### src/rtl/ttb_pkg.sv
package ttb_pkg;
  // control word layout
  localparam int CTL_EN   = 0;
  localparam int CTL_AUTO = 1;
  localparam int CTL_LOAD = 2;

  typedef struct packed {
    logic load;
    logic auto_rl;
    logic en;
  } ctl_t;

  // word offsets inside a four-word slot
  localparam logic [1:0] OFS_CNT = 2'd0;
  localparam logic [1:0] OFS_RLD = 2'd1;
  localparam logic [1:0] OFS_CTL = 2'd2;
endpackage

### src/rtl/ttb_prescaler.sv
module ttb_prescaler #(
  parameter int W       = 8,
  parameter int RST_RLD = 3
) (
  input  logic         clk,
  input  logic         rst,
  input  logic         cnt_we_i,
  input  logic         rld_we_i,
  input  logic [W-1:0] wdata_i,
  output logic [W-1:0] cnt_o,
  output logic [W-1:0] rld_o,
  output logic         tick_o
);
  logic [W-1:0] cnt_q, rld_q;
  logic         tick_q;

  always_ff @(posedge clk) begin
    if (rst) begin
      cnt_q  <= W'(RST_RLD);
      rld_q  <= W'(RST_RLD);
      tick_q <= 1'b0;
    end else begin
      tick_q <= 1'b0;
      if (rld_we_i) rld_q <= wdata_i;
      if (cnt_we_i) begin
        cnt_q <= wdata_i;
      end else if (cnt_q == '0) begin
        cnt_q  <= rld_q;
        tick_q <= 1'b1;
      end else begin
        cnt_q <= cnt_q - 1'b1;
      end
    end
  end

  assign cnt_o  = cnt_q;
  assign rld_o  = rld_q;
  assign tick_o = tick_q;
endmodule

### src/rtl/ttb_timer.sv
module ttb_timer import ttb_pkg::*; #(
  parameter int W         = 16,
  parameter bit IS_WDOG   = 1'b0,
  parameter int WDOG_INIT = 1000
) (
  input  logic         clk,
  input  logic         rst,
  input  logic         tick_i,
  input  logic         cnt_we_i,
  input  logic         rld_we_i,
  input  logic         ctl_we_i,
  input  logic [W-1:0] wdata_i,
  input  ctl_t         ctl_i,
  output logic [W-1:0] cnt_o,
  output logic [W-1:0] rld_o,
  output logic         en_o,
  output logic         auto_o,
  output logic         uflow_o
);
  localparam logic [W-1:0] INIT_VAL = IS_WDOG ? W'(WDOG_INIT) : '0;

  logic [W-1:0] cnt_q, rld_q;
  logic         en_q, auto_q, uflow_q;

  always_ff @(posedge clk) begin
    if (rst) begin
      cnt_q   <= INIT_VAL;
      rld_q   <= INIT_VAL;
      en_q    <= IS_WDOG;
      auto_q  <= 1'b0;
      uflow_q <= 1'b0;
    end else begin
      uflow_q <= 1'b0;
      if (rld_we_i) rld_q <= wdata_i;
      if (ctl_we_i) begin
        en_q   <= ctl_i.en;
        auto_q <= ctl_i.auto_rl;
      end
      // load beats a counter write, which beats counting
      if (ctl_we_i && ctl_i.load) begin
        cnt_q <= rld_q;
      end else if (cnt_we_i) begin
        cnt_q <= wdata_i;
      end else if (en_q && tick_i) begin
        if (cnt_q == '0) begin
          uflow_q <= 1'b1;
          if (auto_q) cnt_q <= rld_q;
          else begin
            cnt_q <= cnt_q - 1'b1;
            if (!ctl_we_i) en_q <= 1'b0;
          end
        end else begin
          cnt_q <= cnt_q - 1'b1;
        end
      end
    end
  end

  assign cnt_o   = cnt_q;
  assign rld_o   = rld_q;
  assign en_o    = en_q;
  assign auto_o  = auto_q;
  assign uflow_o = uflow_q;
endmodule

### src/rtl/ttb_irq_route.sv
module ttb_irq_route #(
  parameter int N     = 3,
  parameter int LINES = 16,
  parameter int BASE  = 8,
  parameter bit SEP   = 1'b1
) (
  input  logic [N-1:0]     uflow_i,
  output logic [LINES-1:0] lines_o
);
  if (SEP) begin : g_sep
    always_comb begin
      lines_o = '0;
      lines_o[BASE +: N] = uflow_i;
    end
  end else begin : g_shared
    always_comb begin
      lines_o = '0;
      lines_o[BASE] = |uflow_i;
    end
  end
endmodule

### src/rtl/tick_timer_bank.sv
module tick_timer_bank import ttb_pkg::*; #(
  parameter int NUM_TIMERS = 3,
  parameter int PRESC_W    = 8,
  parameter int TMR_W      = 16,
  parameter int DATA_W     = 32,
  parameter int ADDR_W     = 5,
  parameter int IRQ_LINES  = 16,
  parameter int IRQ_BASE   = 8,
  parameter bit SEP_IRQ    = 1'b1,
  parameter bit WDOG_EN    = 1'b1,
  parameter int WDOG_INIT  = 1000,
  parameter int PRESC_RST  = 3
) (
  input  logic                 clk,
  input  logic                 rst,
  input  logic [ADDR_W-1:0]    reg_sel,
  input  logic                 reg_wr,
  input  logic [DATA_W-1:0]    reg_wdata,
  output logic [DATA_W-1:0]    reg_rdata,
  output logic [IRQ_LINES-1:0] irq_o,
  output logic                 wdog_o
);
  localparam int SLOT_W = ADDR_W - 2;
  localparam int LAST   = NUM_TIMERS - 1;

  logic [SLOT_W-1:0] slot;
  logic [1:0]        ofs;
  assign slot = reg_sel[ADDR_W-1:2];
  assign ofs  = reg_sel[1:0];

  // prescaler
  logic               tick;
  logic [PRESC_W-1:0] ps_cnt, ps_rld;
  logic               ps_cnt_we, ps_rld_we;
  assign ps_cnt_we = reg_wr && (slot == '0) && (ofs == OFS_CNT);
  assign ps_rld_we = reg_wr && (slot == '0) && (ofs == OFS_RLD);

  ttb_prescaler #(.W(PRESC_W), .RST_RLD(PRESC_RST)) u_presc (
    .clk      (clk),
    .rst      (rst),
    .cnt_we_i (ps_cnt_we),
    .rld_we_i (ps_rld_we),
    .wdata_i  (reg_wdata[PRESC_W-1:0]),
    .cnt_o    (ps_cnt),
    .rld_o    (ps_rld),
    .tick_o   (tick)
  );

  // timers
  logic [TMR_W-1:0]      t_cnt [NUM_TIMERS];
  logic [TMR_W-1:0]      t_rld [NUM_TIMERS];
  logic [NUM_TIMERS-1:0] t_en, t_auto, t_uflow;
  ctl_t                  ctl_w;
  assign ctl_w = ctl_t'(reg_wdata[2:0]);

  for (genvar i = 0; i < NUM_TIMERS; i++) begin : g_tmr
    localparam logic [SLOT_W-1:0] MY_SLOT = SLOT_W'(i + 1);
    logic hit;
    assign hit = reg_wr && (slot == MY_SLOT);

    ttb_timer #(
      .W         (TMR_W),
      .IS_WDOG   (WDOG_EN && (i == LAST)),
      .WDOG_INIT (WDOG_INIT)
    ) u_tmr (
      .clk      (clk),
      .rst      (rst),
      .tick_i   (tick),
      .cnt_we_i (hit && (ofs == OFS_CNT)),
      .rld_we_i (hit && (ofs == OFS_RLD)),
      .ctl_we_i (hit && (ofs == OFS_CTL)),
      .wdata_i  (reg_wdata[TMR_W-1:0]),
      .ctl_i    (ctl_w),
      .cnt_o    (t_cnt[i]),
      .rld_o    (t_rld[i]),
      .en_o     (t_en[i]),
      .auto_o   (t_auto[i]),
      .uflow_o  (t_uflow[i])
    );
  end

  // read path
  logic [DATA_W-1:0] rd_mux, rdata_q;
  always_comb begin
    rd_mux = '0;
    if (slot == '0) begin
      case (ofs)
        OFS_CNT: rd_mux = DATA_W'(ps_cnt);
        OFS_RLD: rd_mux = DATA_W'(ps_rld);
        default: rd_mux = '0;
      endcase
    end
    for (int i = 0; i < NUM_TIMERS; i++) begin
      if (slot == SLOT_W'(i + 1)) begin
        case (ofs)
          OFS_CNT: rd_mux = DATA_W'(t_cnt[i]);
          OFS_RLD: rd_mux = DATA_W'(t_rld[i]);
          OFS_CTL: rd_mux = DATA_W'({t_auto[i], t_en[i]});
          default: rd_mux = '0;
        endcase
      end
    end
  end

  always_ff @(posedge clk) begin
    if (rst) rdata_q <= '0;
    else     rdata_q <= rd_mux;
  end
  assign reg_rdata = rdata_q;

  // interrupt placement
  logic [IRQ_LINES-1:0] irq_next, irq_q;
  ttb_irq_route #(
    .N(NUM_TIMERS), .LINES(IRQ_LINES), .BASE(IRQ_BASE), .SEP(SEP_IRQ)
  ) u_route (
    .uflow_i (t_uflow),
    .lines_o (irq_next)
  );

  always_ff @(posedge clk) begin
    if (rst) irq_q <= '0;
    else     irq_q <= irq_next;
  end
  assign irq_o = irq_q;

  // watchdog flag
  if (WDOG_EN) begin : g_wdog
    localparam logic [SLOT_W-1:0] WD_SLOT = SLOT_W'(NUM_TIMERS);
    logic wd_q, wd_clr;
    assign wd_clr = reg_wr && (slot == WD_SLOT) && (ofs == OFS_CTL) && ctl_w.load;
    always_ff @(posedge clk) begin
      if (rst) wd_q <= 1'b0;
      else     wd_q <= (wd_q && !wd_clr) || t_uflow[LAST];
    end
    assign wdog_o = wd_q;
  end else begin : g_nowdog
    assign wdog_o = 1'b0;
  end
endmodule

### config.mk
export PLATFORM = sky130hd
export DESIGN_NAME = tick_timer_bank
export DESIGN_NICKNAME = d
export VERILOG_FILES = /design/src/rtl/ttb_pkg.sv /design/src/rtl/ttb_prescaler.sv /design/src/rtl/ttb_timer.sv /design/src/rtl/ttb_irq_route.sv /design/src/rtl/tick_timer_bank.sv
export SDC_FILE = /design/constraint.sdc
export NUM_CORES = 1
export LEC_CHECK = 0
export BUFFER_PORTS_ARGS = -buffer_cell sky130_fd_sc_hd__clkbuf_2
export CAP_MARGIN = 20
export CORE_MARGIN = 1
export CORE_UTILIZATION = 64
export CTS_CLUSTER_SIZE = 30
export DETAILED_ROUTE_END_ITERATION = 7
export PLACE_DENSITY = 0.89
export SLEW_MARGIN = 20
export SYNTH_ARGS = -nofsm -noshare
export SYNTH_HDL_FRONTEND = slang
export SYNTH_SLANG_ARGS = --single-unit
export TNS_END_PERCENT = 10
### constraint.sdc
create_clock -name clk -period 4.4 [get_ports clk]
set_input_delay 0.22 -clock clk [delete_from_list [all_inputs] [get_ports clk]]
set_output_delay 0.22 -clock clk [all_outputs]
set_load 0.02 [all_outputs]
[After elaboration in Yosys (flattened, before gate mapping)]
Cells that the tools add are included.
Cells by class
  reduce and logical (&&, ||, !) cells: 37
  bitwise operators: 3
  eq/ne operators: 5
  mux-type cells: 50
  add/subtract/negate cells: 4
Operators by type and width (count)
  2-to-1 mux 16 bit: 15
  one-hot mux 16 bit (3 select lines): 3
  2-to-1 mux 32 bit: 3
  zero test 16 bit: 3
  subtractor 16 x 1 -> 16 bit, second input constant: 3
  2-to-1 mux 1 bit: 25
  2-to-1 mux 8 bit: 3
  logical AND 1 bit: 22
  one-hot mux 8 bit (2 select lines): 1
  OR reduction 4 bit: 3
  nonzero test 3 bit: 3
  zero test 8 bit: 1
  subtractor 8 x 1 -> 8 bit, second input constant: 1
  == test 3 x 2 -> 1 bit, second input constant: 2
  == test 3 x 1 -> 1 bit, second input constant: 1
  zero test 3 bit: 1
  NOT 1 bit: 3
  == test 2 x 1 -> 1 bit, second input constant: 1
  == test 2 bit, second input constant: 1
  zero test 2 bit: 1
  OR reduction 2 bit: 1
  zero test 1 bit: 1
  logical OR 1 bit: 1
Storage, ports and cells
  output and inout port bits: 49
  flip-flop bits (word level): 171
  logic and storage cells: 121
  bits of input ports: 40

[Depth between registers and ports, before layout]
Gate-level depths: netlist (run 1).
  depth in word-level cells: 10
  mapped depth: 9
  depth with buffers taken out: 7

[By module]
From an unflattened synthesis (run 1), not the netlist that was laid out.
Unflattened totals
  cells, all modules: 1096
  area total of the unflattened synthesis: 9414.0 µm²
Modules (own cells, without submodules)
  ttb_timer (g_tmr[0].u_tmr ...): cells each 239, instances 2, seq. area each 700.7 µm², area each 2073.2 µm²
  tick_timer_bank: cells each 258, instances 1, seq. area each 660.6 µm², area each 2214.6 µm²
  ttb_timer (g_tmr[2].u_tmr): cells each 253, instances 1, seq. area each 700.7 µm², area each 2083.2 µm²
  ttb_prescaler: cells each 90, instances 1, seq. area each 340.3 µm², area each 845.8 µm²
  ttb_irq_route: cells each 17, instances 1, seq. area each 0.0 µm², area each 123.9 µm²

[Worst setup path after synthesis (run 1)]
No wires, ideal clock.
  path type: reg-to-reg
  from: register g_tmr[0].u_tmr.cnt_q[4]
  to: register g_tmr[0].u_tmr.cnt_q[11]
  clock period less this slack: 2224 ps
  stages on the path, launching flop included: 8
  library setup time: 103 ps
  arrival time: 2121 ps
  path slack: 2176 ps
  data required time: 4297 ps
  path buffers: 2
  cell sequence: dfxtp_1 -> buf_6 -> or4_4 -> buf_6 -> nor4b_4 -> a31o_2 -> o22ai_1 -> a2111oi_2
Between the ends
  word-level cells in the longest chain between the ends: 6
  elaborated cells on any way between the ends: 7
  classes of those cells: add/sub: 1; mux: 5; reduce/logical: 1
RTL lines
  start: declaration: line ttb_timer.sv:22  | logic [W-1:0] cnt_q, rld_q;
  start signal: assignment: line ttb_timer.sv:41  | cnt_q <= rld_q;
  start signal: assignment: line ttb_timer.sv:43  | cnt_q <= wdata_i;
  start signal: assignment: line ttb_timer.sv:47  | if (auto_q) cnt_q <= rld_q;
  subtractor 16 x 1 -> 16 bit: line ttb_timer.sv:49, ttb_timer.sv:53
  2-to-1 mux 16 bit: line ttb_timer.sv:47
  2-to-1 mux 16 bit *: line ttb_timer.sv:45  | if (cnt_q == '0) begin
  2-to-1 mux 16 bit *: line ttb_timer.sv:44  | end else if (en_q && tick_i) begin
  2-to-1 mux 16 bit *: line ttb_timer.sv:42  | end else if (cnt_we_i) begin
  2-to-1 mux 16 bit *: line ttb_timer.sv:40  | if (ctl_we_i && ctl_i.load) begin
Mark *: on every way between the ends. The rest lies on a longest branch, timed or not. The select of a mux whose other input is x is not followed.
A chain may end at the register's enable or synchronous reset.

[Worst setup path in the final report (run 1)]
  from: register g_tmr[1].u_tmr.cnt_q[0]
  to: register g_tmr[1].u_tmr.cnt_q[10]
Between the ends
  word-level cells in the longest chain between the ends: 6
  elaborated cells on any way between the ends: 7
  classes of those cells: add/sub: 1; mux: 5; reduce/logical: 1
RTL lines (line)
  start: declaration: ttb_timer.sv:22
  start signal: assignment: ttb_timer.sv:41
  start signal: assignment: ttb_timer.sv:43
  start signal: assignment: ttb_timer.sv:47
  subtractor 16 x 1 -> 16 bit: ttb_timer.sv:49, ttb_timer.sv:53
  2-to-1 mux 16 bit: ttb_timer.sv:47
  2-to-1 mux 16 bit *: ttb_timer.sv:45
  2-to-1 mux 16 bit *: ttb_timer.sv:44
  2-to-1 mux 16 bit *: ttb_timer.sv:42
  2-to-1 mux 16 bit *: ttb_timer.sv:40
Marked as above.

==> flow_metrics.env, run 1 <==
export IMPL_result_of_the_run="completed"
export IMPL_io_buffer_count=43
export IMPL_cell_internal_pwr_mw=2.36
export IMPL_ys_seq_elements=142
export IMPL_postSynthCellCount=1074
export IMPL_initial_utilization=0.662
export IMPL_grt_util_overall=0.405
export IMPL_layout_setup_ws_ns=1.52
export IMPL_synth_edf_count=0
export IMPL_ant_nets=0
export IMPL_cts_root_buffer_cell="sky130_fd_sc_hd__clkbuf_16"
export IMPL_finalHoldViolations=0
export IMPL_drive_gt1_frac=0.110
export IMPL_area_growth_syn_to_layout_pct=7.72
export IMPL_slew_headroom=0.238
export IMPL_drcViolationCount=0
export IMPL_floorplan_die_area_um2=13700
export IMPL_post_synth_top_count_cell="sky130_fd_sc_hd__dfxtp_1"
export IMPL_synthDistinctLibCells=80
export IMPL_comb_power_share=0.132
export IMPL_synth_top_cells_by_count="sky130_fd_sc_hd__dfxtp_1 (142), sky130_fd_sc_hd__nand2_1 (139), sky130_fd_sc_hd__nor2_1 (99), sky130_fd_sc_hd__a21oi_1 (77), sky130_fd_sc_hd__mux2i_1 (68)"
export IMPL_power_sequential_fraction=0.417
export IMPL_dp_hpwl_um=18100
export IMPL_hold_path_class="in -> reg"
export IMPL_clk_latency_ns=0.43
export IMPL_total_leakage_power_nw=3.38
export IMPL_cts_path_max_buffers=2
export IMPL_cts_inserted_buffers=17
export IMPL_power_share_switching=0.276
export IMPL_die_w_um=117
export IMPL_setup_violations_final=0
export IMPL_rsz0062_at_grt="false"
export IMPL_final_min_period_over_clock_period=0.656
export IMPL_number_of_buffers_inserted_for_hold_repair_after_clock_tree_synthesis=0
export IMPL_grtUsageMet1=0.518
export IMPL_post_cts_setup_buffers=0
export IMPL_detail_route_wl_per_cell_um=21.5
export IMPL_cap_violations=0
export IMPL_dr_total_vias=8656
export IMPL_max_vdd_ir_drop_uv=326
export IMPL_finClkSkew_ns=0.00874
export IMPL_via_count_of_the_first_global_routing_pass=7608
export IMPL_antenna_found_initial=0
export IMPL_synth_async_sr_flop_share=0
export IMPL_dr_pass1_iters=6
export IMPL_setup_total_negative_slack_ns=0
export IMPL_via_to_cell_ratio=6.95
export IMPL_groute_layer_met3_usage=0.114
export IMPL_final_max_slew_viol_count=0
export IMPL_yosys_area_top_type="sky130_fd_sc_hd__dfxtp_1"
export IMPL_clock_power_share=0.450
export IMPL_synthesis_yosys_warnings=0
export IMPL_most_crowded_layer_gr="met2"
export IMPL_mappedNetlistArea_um2=8460
export IMPL_placeableCoreArea_um2=12800
export IMPL_drt_iter0_markers=1471
export IMPL_cp_cell_sequence="inv_1, ha_1, nor3b_1, nand3_1, o31ai_1, a22oi_1, a211oi_1"
export IMPL_seq_area_frac_synth=0.336
export IMPL_grt_overflow_total=0
export IMPL_place_gp_congestion=0.987
export IMPL_cts_sink_count=142
export IMPL_grt_util_met2=0.619
export IMPL_fillerInstances=1016
export IMPL_total_power_mw=3.26
export IMPL_power_net_switching_mw=0.899
export IMPL_final_core_utilization=0.713
export IMPL_crit_path_end_kind="flop"
export IMPL_yosys_top_cells_area="sky130_fd_sc_hd__dfxtp_1 (34%), sky130_fd_sc_hd__mux2i_1 (8.0%), sky130_fd_sc_hd__nand2_1 (6.2%), sky130_fd_sc_hd__a21oi_1 (4.6%), sky130_fd_sc_hd__nor2_1 (4.4%)"
export IMPL_routed_wl_um=26800
export IMPL_cts_tree="built"
export IMPL_final_antenna_diode_count=0
export IMPL_transition_time_at_the_pin_with_the_least_slew_margin_ns=1.14
export IMPL_dominantRegCellSynth="sky130_fd_sc_hd__dfxtp_1"
export IMPL_critical_path_required_ns=4.74
export IMPL_yosys_area_top_type_share=0.336
export IMPL_whs_ns=0.190
export IMPL_criticalPathCategory="reg -> reg"
export IMPL_placement_setup_worst_slack_ns=1.39
export IMPL_crit_slowest_cell="sky130_fd_sc_hd__o31ai_1"
export IMPL_grt_first_pass_wirelength_um=41300
export IMPL_worstSetupStartpointType="flop"
export IMPL_period_needed_ns=2.88
export IMPL_placementRows=41
export IMPL_num_nets_final=1107
export IMPL_count_of_pins_on_the_block_boundary=89
export IMPL_clk_pin_slew_ns=0.06
export IMPL_clock_tree_htree_level_count=4
export IMPL_crit_arrival_ns=3.22
export IMPL_pin_count_of_the_biggest_net_entering_global_routing=69
export IMPL_cp_slowest_stage_delay_ns=0.76
export IMPL_path_max_fanout=10
export IMPL_power_per_cell_area_nw_per_um2=358
export IMPL_average_cell_area_after_synthesis_um2=7.87
export IMPL_cts_resized=0
export IMPL_maximum_clock_frequency_ghz=0.347
export IMPL_die_height_um=117
[cells in the final DEF, fill, tap and decap left out, drive strengths merged, types with 9 or more instances in the layout]
master,count
a211oi,20
a21oi,77
a221oi,13
and3,9
buf,12
clkbuf,60
conb,29
dfxtp,142
inv,20
mux2,13
mux2i,68
nand2,139
nand2b,9
nand3,36
nor2,100
nor2b,9
nor3,38
nor4,16
o211ai,13
o21ai,52
o221ai,17
o22ai,19
or3,13
or4,11
xnor2,12
[layout make-up]
class                   instances  area (um2)  area share
clock buffers                  19         433      0.0475
well taps                     172         215      0.0236
clock inverters                12         163      0.0179
flip-flops and latches        142        2840       0.312
repair buffers                 53         295      0.0324
multi-input cells             830        5090       0.559
inverters                      18        67.6     0.00742
[layer usage]
layer,up-vias,share of wire
met4,0,0.056
met2,646,0.44
met3,143,0.13
met1,3993,0.38
li1,3874,-
met5,-,0
[stage by stage]
stage          cell area, um2  instances
2_1_floorplan            8560       1102
3_3_place_gp             8510       1215
3_5_place_dp             8510       1215
4_1_cts                  9110       1246
5_1_grt                  9110       1246
6_report                 9110       1246
[critical path, delay by kind of cell (launching register included)]
family / cells / cell delay, ns
fa+ha+maj: 1 / 0.19
simple gates: 2 / 0.98
flops: 1 / 0.35
buf+inv: 1 / 0.10
compound gates: 3 / 1.19
[state kept, by name, summed over array words and instances (netlist names)]
| register | count |
|---|---|
| g_tmr.u_tmr.cnt_o | 48 |
| u_presc.tick_o | 1 |
| irq_o | 3 |
| g_tmr.u_tmr.en_o | 3 |
| g_tmr.u_tmr.rld_o | 48 |
| reg_rdata | 16 |
| u_presc.rld_o | 8 |
| g_tmr.u_tmr.uflow_o | 3 |
| g_tmr.u_tmr.auto_o | 3 |
| u_presc.cnt_o | 8 |
| wdog_o | 1 |
[path summary, 6_finish.rpt]
kind,startpoint,end,slack [ns],cells past startpoint
min,reg_wdata[8],g_tmr[0].u_tmr.rld_o[8],0.19,3
max reg2reg,g_tmr[1].u_tmr.cnt_o[0],g_tmr[1].u_tmr.cnt_o[10],1.52,7
min reg2reg,g_tmr[0].u_tmr.uflow_o,irq_o[8],0.44,1
max,g_tmr[1].u_tmr.cnt_o[0],g_tmr[1].u_tmr.cnt_o[10],1.52,7
[logic make-up (layout without fill, tap and decap cells)]
kind of cell | after synthesis | in the layout | synth area share
and+or+nand+nor | 413 | 413 | 0.239
AOI/OAI and AO/OA | 284 | 284 | 0.226
DFF | 142 | 142 | 0.336
buffers and inverters | 130 | 102 | 0.0747
muxes | 81 | 81 | 0.0978
xor gates and xnor gates | 18 | 18 | 0.0186
adders and majority gates | 5 | 5 | 0.00740
other | 1 | 29 | 0.000443
[power by group through the flow]
stage	logic, mW	registers [mW]	clock network [mW]
after global routing	0.464	1.36	1.53
final	0.431	1.36	1.47
after detailed placement	0.411	1.39	0
after floorplan	0.335	1.38	0
after CTS	0.415	1.36	1.47
after global placement	0.405	1.38	0
No activity file was read; power rests on OpenSTA's default activity.
==> run 2: changes to the inputs <==
--- a/config.mk
+++ b/config.mk
@@ -8,10 +8,10 @@
 export BUFFER_PORTS_ARGS = -buffer_cell sky130_fd_sc_hd__clkbuf_2
 export CAP_MARGIN = 20
 export CORE_MARGIN = 1
-export CORE_UTILIZATION = 64
+export CORE_UTILIZATION = 60
 export CTS_CLUSTER_SIZE = 30
 export DETAILED_ROUTE_END_ITERATION = 7
-export PLACE_DENSITY = 0.89
+export PLACE_DENSITY = 0.84
 export SLEW_MARGIN = 20
 export SYNTH_ARGS = -nofsm -noshare
 export SYNTH_HDL_FRONTEND = slang
==> constraint.sdc (replaced) <==
create_clock -name clk -period 2.82 [get_ports clk]
set_input_delay 0.141 -clock clk [delete_from_list [all_inputs] [get_ports clk]]
set_output_delay 0.141 -clock clk [all_outputs]
set_load 0.02 [all_outputs]
==> run 2 against run 1 <==
Non-clock buffer count grew 32. Fmax grew 17%. Critical path type unchanged. Sequential power grew 56%. Total power grew 59%. Combinational power grew 63%. Clock-buffer cell count shrank 1. Critical path depth is the same. Via count shrank 0.12%. Cell count grew 3.3%. Die area grew 6.6%. Clock power grew 60%. Sequential share of layout area shrank 0.90 points.
==> flow_metrics.env, run 2 (same netlist as run 1, synthesis figures left out) <==
export IMPL_clock_tree_htree_level_count=4
export IMPL_die_height_um=121
export IMPL_final_core_utilization=0.678
export IMPL_power_net_switching_mw=1.46
export IMPL_placement_cell_area_um2=8760
export IMPL_routed_wl_met3_um=3390
export IMPL_cp_slowest_stage_delay_ns=0.53
export IMPL_detail_route_wl_per_cell_um=21.3
export IMPL_num_nets_final=1139
export IMPL_fillerInstances=1130
export IMPL_cpLargestDelayFamily="simple AND/OR/NAND/NOR gates"
export IMPL_max_vdd_ir_drop_uv=634
export IMPL_drt_iter0_markers=1056
export IMPL_top_layer="met4"
export IMPL_layout_setup_ws_ns=0.357
export IMPL_r2r_worst_path_cells=7
export IMPL_io_buffer_count=43
export IMPL_met1_length_um=10700
export IMPL_placementRows=43
export IMPL_finClkSkew_ns=0.0119
export IMPL_r2r_end="g_tmr[1].u_tmr.cnt_o[11]"
export IMPL_initial_utilization=0.612
export IMPL_cp_cell_sequence="inv_1, ha_1, or3b_2, nor3_2, a21oi_1, a31o_2, a211oi_1"
export IMPL_final_instance_count_excl_fill=1287
export IMPL_route_met2_wl_um=11900
export IMPL_drive_gt1_frac=0.138
export IMPL_transition_time_at_the_pin_with_the_least_slew_margin_ns=0.898
export IMPL_cts_path_max_buffers=2
export IMPL_floorplan_die_area_um2=14600
export IMPL_via_count_of_the_first_global_routing_pass=7798
export IMPL_power_sequential_fraction=0.410
export IMPL_cts_sink_count=142
export IMPL_area_growth_syn_to_layout_pct=10.9
export IMPL_final_max_slew_viol_count=0
export IMPL_clk_pin_slew_ns=0.06
export IMPL_dr_pass1_iters=6
export IMPL_finalHoldViolations=0
export IMPL_grt_overflow_total=0
export IMPL_number_of_buffers_inserted_for_hold_repair_after_clock_tree_synthesis=0
export IMPL_power_share_switching=0.283
export IMPL_clk_latency_ns=0.44
export IMPL_hold_path_cell_count=3
export IMPL_r2r_slack_ns=0.36
export IMPL_placeableCoreArea_um2=13800
export IMPL_cts_resized=0
export IMPL_result_of_the_run="completed"
export IMPL_rsz0062_at_grt="false"
export IMPL_cts_inserted_buffers=17
export IMPL_grt_util_overall=0.383
export IMPL_die_w_um=121
export IMPL_setup_violations_final=0
export IMPL_final_cell_area_um2=9380
export IMPL_hold_path_startpoint="reg_wdata[10]"
export IMPL_dp_hpwl_um=18800
export IMPL_critical_path_required_ns=3.16
export IMPL_crit_path_end_kind="flop"
export IMPL_power_per_cell_area_nw_per_um2=552
export IMPL_cap_violations=0
export IMPL_post_cts_setup_buffers=0
export IMPL_cts_tree="built"
export IMPL_crit_slowest_cell="sky130_fd_sc_hd__or3b_2"
export IMPL_drcViolationCount=0
export IMPL_path_max_fanout=7
export IMPL_hold_path_class="in -> reg"
export IMPL_cts_root_buffer_cell="sky130_fd_sc_hd__clkbuf_16"
export IMPL_maximum_clock_frequency_ghz=0.406
export IMPL_final_antenna_diode_count=0
export IMPL_layout_common_cells="sky130_fd_sc_hd__dfxtp_1 (142), sky130_fd_sc_hd__nand2_1 (139), sky130_fd_sc_hd__nor2_1 (99)"
export IMPL_slew_headroom=0.398
export IMPL_via_to_cell_ratio=6.72
export IMPL_cell_internal_pwr_mw=3.71
export IMPL_whs_ns=0.0919
export IMPL_placedCellCount=1255
export IMPL_buffers_and_inverters_on_the_worst_path=1
export IMPL_r2r_startpoint="g_tmr[1].u_tmr.cnt_o[1]"
export IMPL_place_gp_congestion=1.04
export IMPL_total_leakage_power_nw=3.56
export IMPL_setup_total_negative_slack_ns=0
export IMPL_ant_nets=0
export IMPL_placement_setup_worst_slack_ns=0.379
export IMPL_criticalPathCategory="reg -> reg"
export IMPL_clock_power_share=0.455
export IMPL_count_of_pins_on_the_block_boundary=89
export IMPL_dr_total_vias=8646
export IMPL_final_min_period_over_clock_period=0.873
export IMPL_total_power_mw=5.18
export IMPL_antenna_found_initial=0
export IMPL_period_needed_ns=2.46
export IMPL_grt_first_pass_wirelength_um=42600
export IMPL_pin_count_of_the_biggest_net_entering_global_routing=56
export IMPL_crit_arrival_ns=2.80
export IMPL_worstSetupStartpointType="flop"
export IMPL_most_common_cell_after_layout_fill_and_taps_aside="sky130_fd_sc_hd__dfxtp_1"
export IMPL_comb_power_share=0.136
export IMPL_timing_hold_worst_endpoint="g_tmr[2].u_tmr.rld_o[10]"
export IMPL_routed_wl_um=27500
-- run 2: tightest hold or removal path, stage by stage --
cell and delay (ns):
sky130_fd_sc_hd__clkbuf_2 0.19, sky130_fd_sc_hd__nand2_1 0.09, sky130_fd_sc_hd__a21oi_1 0.05
-- run 2: area by class of cell --
cell class,count,area [um2],area share
clock buffers,18,429,0.0458
clock inverters,14,180,0.0192
inverters,18,67.6,0.00720
multi-input cells,830,5100,0.544
flip-flops and latches,142,2840,0.303
well taps,180,225,0.0240
repair buffers,85,536,0.0571
-- run 2: how the worst max path moves through the flow --
stage	cells past startpoint	start	to	slack, ns
2_1_floorplan	7	g_tmr[0].u_tmr.cnt_o[4]	g_tmr[0].u_tmr.cnt_o[11]	0.60
3_3_place_gp	7	g_tmr[2].u_tmr.cnt_o[0]	g_tmr[2].u_tmr.cnt_o[11]	0.43
3_5_place_dp	7	g_tmr[2].u_tmr.cnt_o[0]	g_tmr[2].u_tmr.cnt_o[14]	0.38
4_1_cts	7	g_tmr[2].u_tmr.cnt_o[0]	g_tmr[2].u_tmr.cnt_o[14]	0.35
5_1_grt	7	g_tmr[1].u_tmr.cnt_o[0]	g_tmr[1].u_tmr.cnt_o[11]	0.21
6_report	7	g_tmr[1].u_tmr.cnt_o[1]	g_tmr[1].u_tmr.cnt_o[11]	0.36
-- run 2: routing by layer --
layer  global-route usage  vias up
met2                0.578      586
li1                     -     3931
met1                0.487     4003
met5                    0        -
met3                0.117      126
met4                0.208        0
-- run 2: power by group through the flow --
stage | sequential, mW | clock, mW | combinational [mW]
6_report | 2.12 | 2.35 | 0.703
3_5_place_dp | 2.16 | 0 | 0.674
3_3_place_gp | 2.16 | 0 | 0.663
4_1_cts | 2.12 | 2.36 | 0.679
2_1_floorplan | 2.15 | 0 | 0.522
5_1_grt | 2.13 | 2.46 | 0.751
==> run 3: changes to the inputs <==
--- a/config.mk
+++ b/config.mk
@@ -7,7 +7,7 @@
 export LEC_CHECK = 0
 export BUFFER_PORTS_ARGS = -buffer_cell sky130_fd_sc_hd__clkbuf_2
 export CAP_MARGIN = 20
-export CORE_MARGIN = 1
+export CORE_MARGIN = 2
 export CORE_UTILIZATION = 60
 export CTS_CLUSTER_SIZE = 30
 export DETAILED_ROUTE_END_ITERATION = 7
==> run 3 against run 2 <==
Via count down 0.13%. Global-route usage fell by 0.36 points. Clock skew shrank 0.0043 ns. Combinational power hardly changed. Non-clock buffer count shrank 4.
==> flow_metrics.env, run 3 (same netlist as run 1, synthesis figures left out) <==
export IMPL_result_of_the_run="completed"
export IMPL_io_buffer_count=43
export IMPL_cts_root_buffer_cell="sky130_fd_sc_hd__clkbuf_16"
export IMPL_power_sequential_fraction=0.420
export IMPL_pin_count_of_the_biggest_net_entering_global_routing=53
export IMPL_count_of_pins_on_the_block_boundary=89
export IMPL_number_of_buffers_inserted_for_hold_repair_after_clock_tree_synthesis=0
export IMPL_period_needed_ns=2.57
export IMPL_antenna_found_initial=0
export IMPL_rsz0062_at_grt="false"
export IMPL_crit_arrival_ns=2.92
export IMPL_finalHoldViolations=0
export IMPL_grt_overflow_total=0
export IMPL_power_per_cell_area_nw_per_um2=543
export IMPL_initial_utilization=0.612
export IMPL_setup_violations_final=0
export IMPL_transition_time_at_the_pin_with_the_least_slew_margin_ns=1.12
export IMPL_final_antenna_diode_count=0
export IMPL_hold_path_class="in -> reg"
export IMPL_num_nets_final=1135
export IMPL_final_instance_count_excl_fill=1283
export IMPL_final_max_slew_viol_count=0
export IMPL_placement_setup_worst_slack_ns=0.323
export IMPL_grt_first_pass_wirelength_um=43400
export IMPL_cp_slowest_stage_delay_ns=0.82
export IMPL_placedCellCount=1251
export IMPL_clk_pin_slew_ns=0.07
export IMPL_via_to_cell_ratio=6.73
export IMPL_maximum_clock_frequency_ghz=0.389
export IMPL_cp_cell_sequence="inv_1, ha_1, nor2b_1, and3_1, a31oi_1, o221ai_1, nor3_1"
export IMPL_worstSetupStartpointType="flop"
export IMPL_dp_hpwl_um=19100
export IMPL_clk_latency_ns=0.44
export IMPL_post_cts_setup_buffers=0
export IMPL_cts_path_max_buffers=2
export IMPL_fillerInstances=1165
export IMPL_drcViolationCount=0
export IMPL_cts_resized=0
export IMPL_clock_power_share=0.440
export IMPL_placementRows=43
export IMPL_clock_tree_htree_level_count=4
export IMPL_drive_gt1_frac=0.134
export IMPL_total_power_mw=5.05
export IMPL_area_growth_syn_to_layout_pct=10.1
export IMPL_cap_violations=0
export IMPL_die_w_um=123
export IMPL_grt_util_overall=0.379
export IMPL_floorplan_die_area_um2=15100
export IMPL_power_net_switching_mw=1.50
export IMPL_dr_total_vias=8635
export IMPL_ant_nets=0
export IMPL_cts_sink_count=142
export IMPL_placeableCoreArea_um2=13800
export IMPL_criticalPathCategory="reg -> reg"
export IMPL_critical_path_required_ns=3.17
export IMPL_cts_tree="built"
export IMPL_power_share_switching=0.297
export IMPL_finClkSkew_ns=0.00756
export IMPL_most_common_cell_after_layout_fill_and_taps_aside="sky130_fd_sc_hd__dfxtp_1"
export IMPL_layout_setup_ws_ns=0.248
export IMPL_cts_inserted_buffers=17
export IMPL_final_min_period_over_clock_period=0.912
export IMPL_drt_iter0_markers=1181
export IMPL_crit_slowest_cell="sky130_fd_sc_hd__a31oi_1"
export IMPL_routed_wl_um=27600
export IMPL_path_max_fanout=11
export IMPL_max_vdd_ir_drop_uv=548
export IMPL_dr_pass1_iters=6
export IMPL_via_count_of_the_first_global_routing_pass=7997
export IMPL_layout_common_cells="sky130_fd_sc_hd__dfxtp_1 (142), sky130_fd_sc_hd__nand2_1 (139), sky130_fd_sc_hd__nor2_1 (99)"
export IMPL_detail_route_wl_per_cell_um=21.5
export IMPL_cell_internal_pwr_mw=3.55
export IMPL_final_core_utilization=0.673
export IMPL_comb_power_share=0.140
export IMPL_die_height_um=123
export IMPL_place_gp_congestion=0.973
export IMPL_total_leakage_power_nw=3.52
export IMPL_setup_total_negative_slack_ns=0
export IMPL_slew_headroom=0.252
export IMPL_crit_path_end_kind="flop"
-- run 3: cell types whose count changed in the layout (fill, tap and decap cells not counted), sizes merged --
cell / before / now
clkinv: 6 / 3
clkinvlp: 1 / 2
bufinv: 3 / 1
inv: 22 / 26
buf: 44 / 40
-- run 3: stage by stage --
| step | cell area (um2) | hold slack, ns |
|---|---|---|
| after global routing | 9310 | 0.0726 |
| after detailed placement | 8730 | 0.433 |
| final | 9310 | 0.0858 |
| after floorplan | 8560 | 0.265 |
| after global placement | 8730 | 0.427 |
| after CTS | 9310 | 0.0618 |
-- run 3: final timing paths --
path / startpoint / endpoint / slack (ns) / depth (start not counted)
worst max register to register: g_tmr[2].u_tmr.cnt_o[0] / g_tmr[2].u_tmr.cnt_o[11] / 0.25 / 7
worst min-delay path: reg_wdata[14] / g_tmr[0].u_tmr.rld_o[14] / 0.09 / 3
worst min register to register: g_tmr[0].u_tmr.uflow_o / irq_o[8] / 0.45 / 1
worst max-delay path: g_tmr[2].u_tmr.cnt_o[0] / g_tmr[2].u_tmr.cnt_o[11] / 0.25 / 7
-- run 3: power groups by stage --
stage | registers, mW | logic [mW] | clock network, mW
floorplan | 2.15 | 0.522 | 0
global placement | 2.16 | 0.664 | 0
detailed placement | 2.16 | 0.673 | 0
CTS | 2.12 | 0.682 | 2.24
global route | 2.13 | 0.758 | 2.33
finish | 2.12 | 0.705 | 2.23
-- run 3: cell type report --
cell class	instances	area (um2)	area share
timing repair buffer	81	505	0.0543
tap	180	225	0.0242
sequential	142	2840	0.305
clock inverter	14	146	0.0157
inverter	18	67.6	0.00726
clock buffer	18	429	0.0461
multi-input combinational	830	5090	0.547
-- run 3: worst max-delay path: cells and delay by family, from the launching register on --
family          cells  cell delay, ns
buf+inv             1            0.07
flops               1            0.44
compound gates      2            1.08
fa+ha+maj           1            0.24
simple gates        3            0.66
-- run 3: metal layers --
layer	wire length, um	part of all wire	global-route usage
met5	0	0	0
met2	12100	0.44	0.575
met3	3520	0.13	0.113
met4	1560	0.057	0.213
met1	10400	0.38	0.480
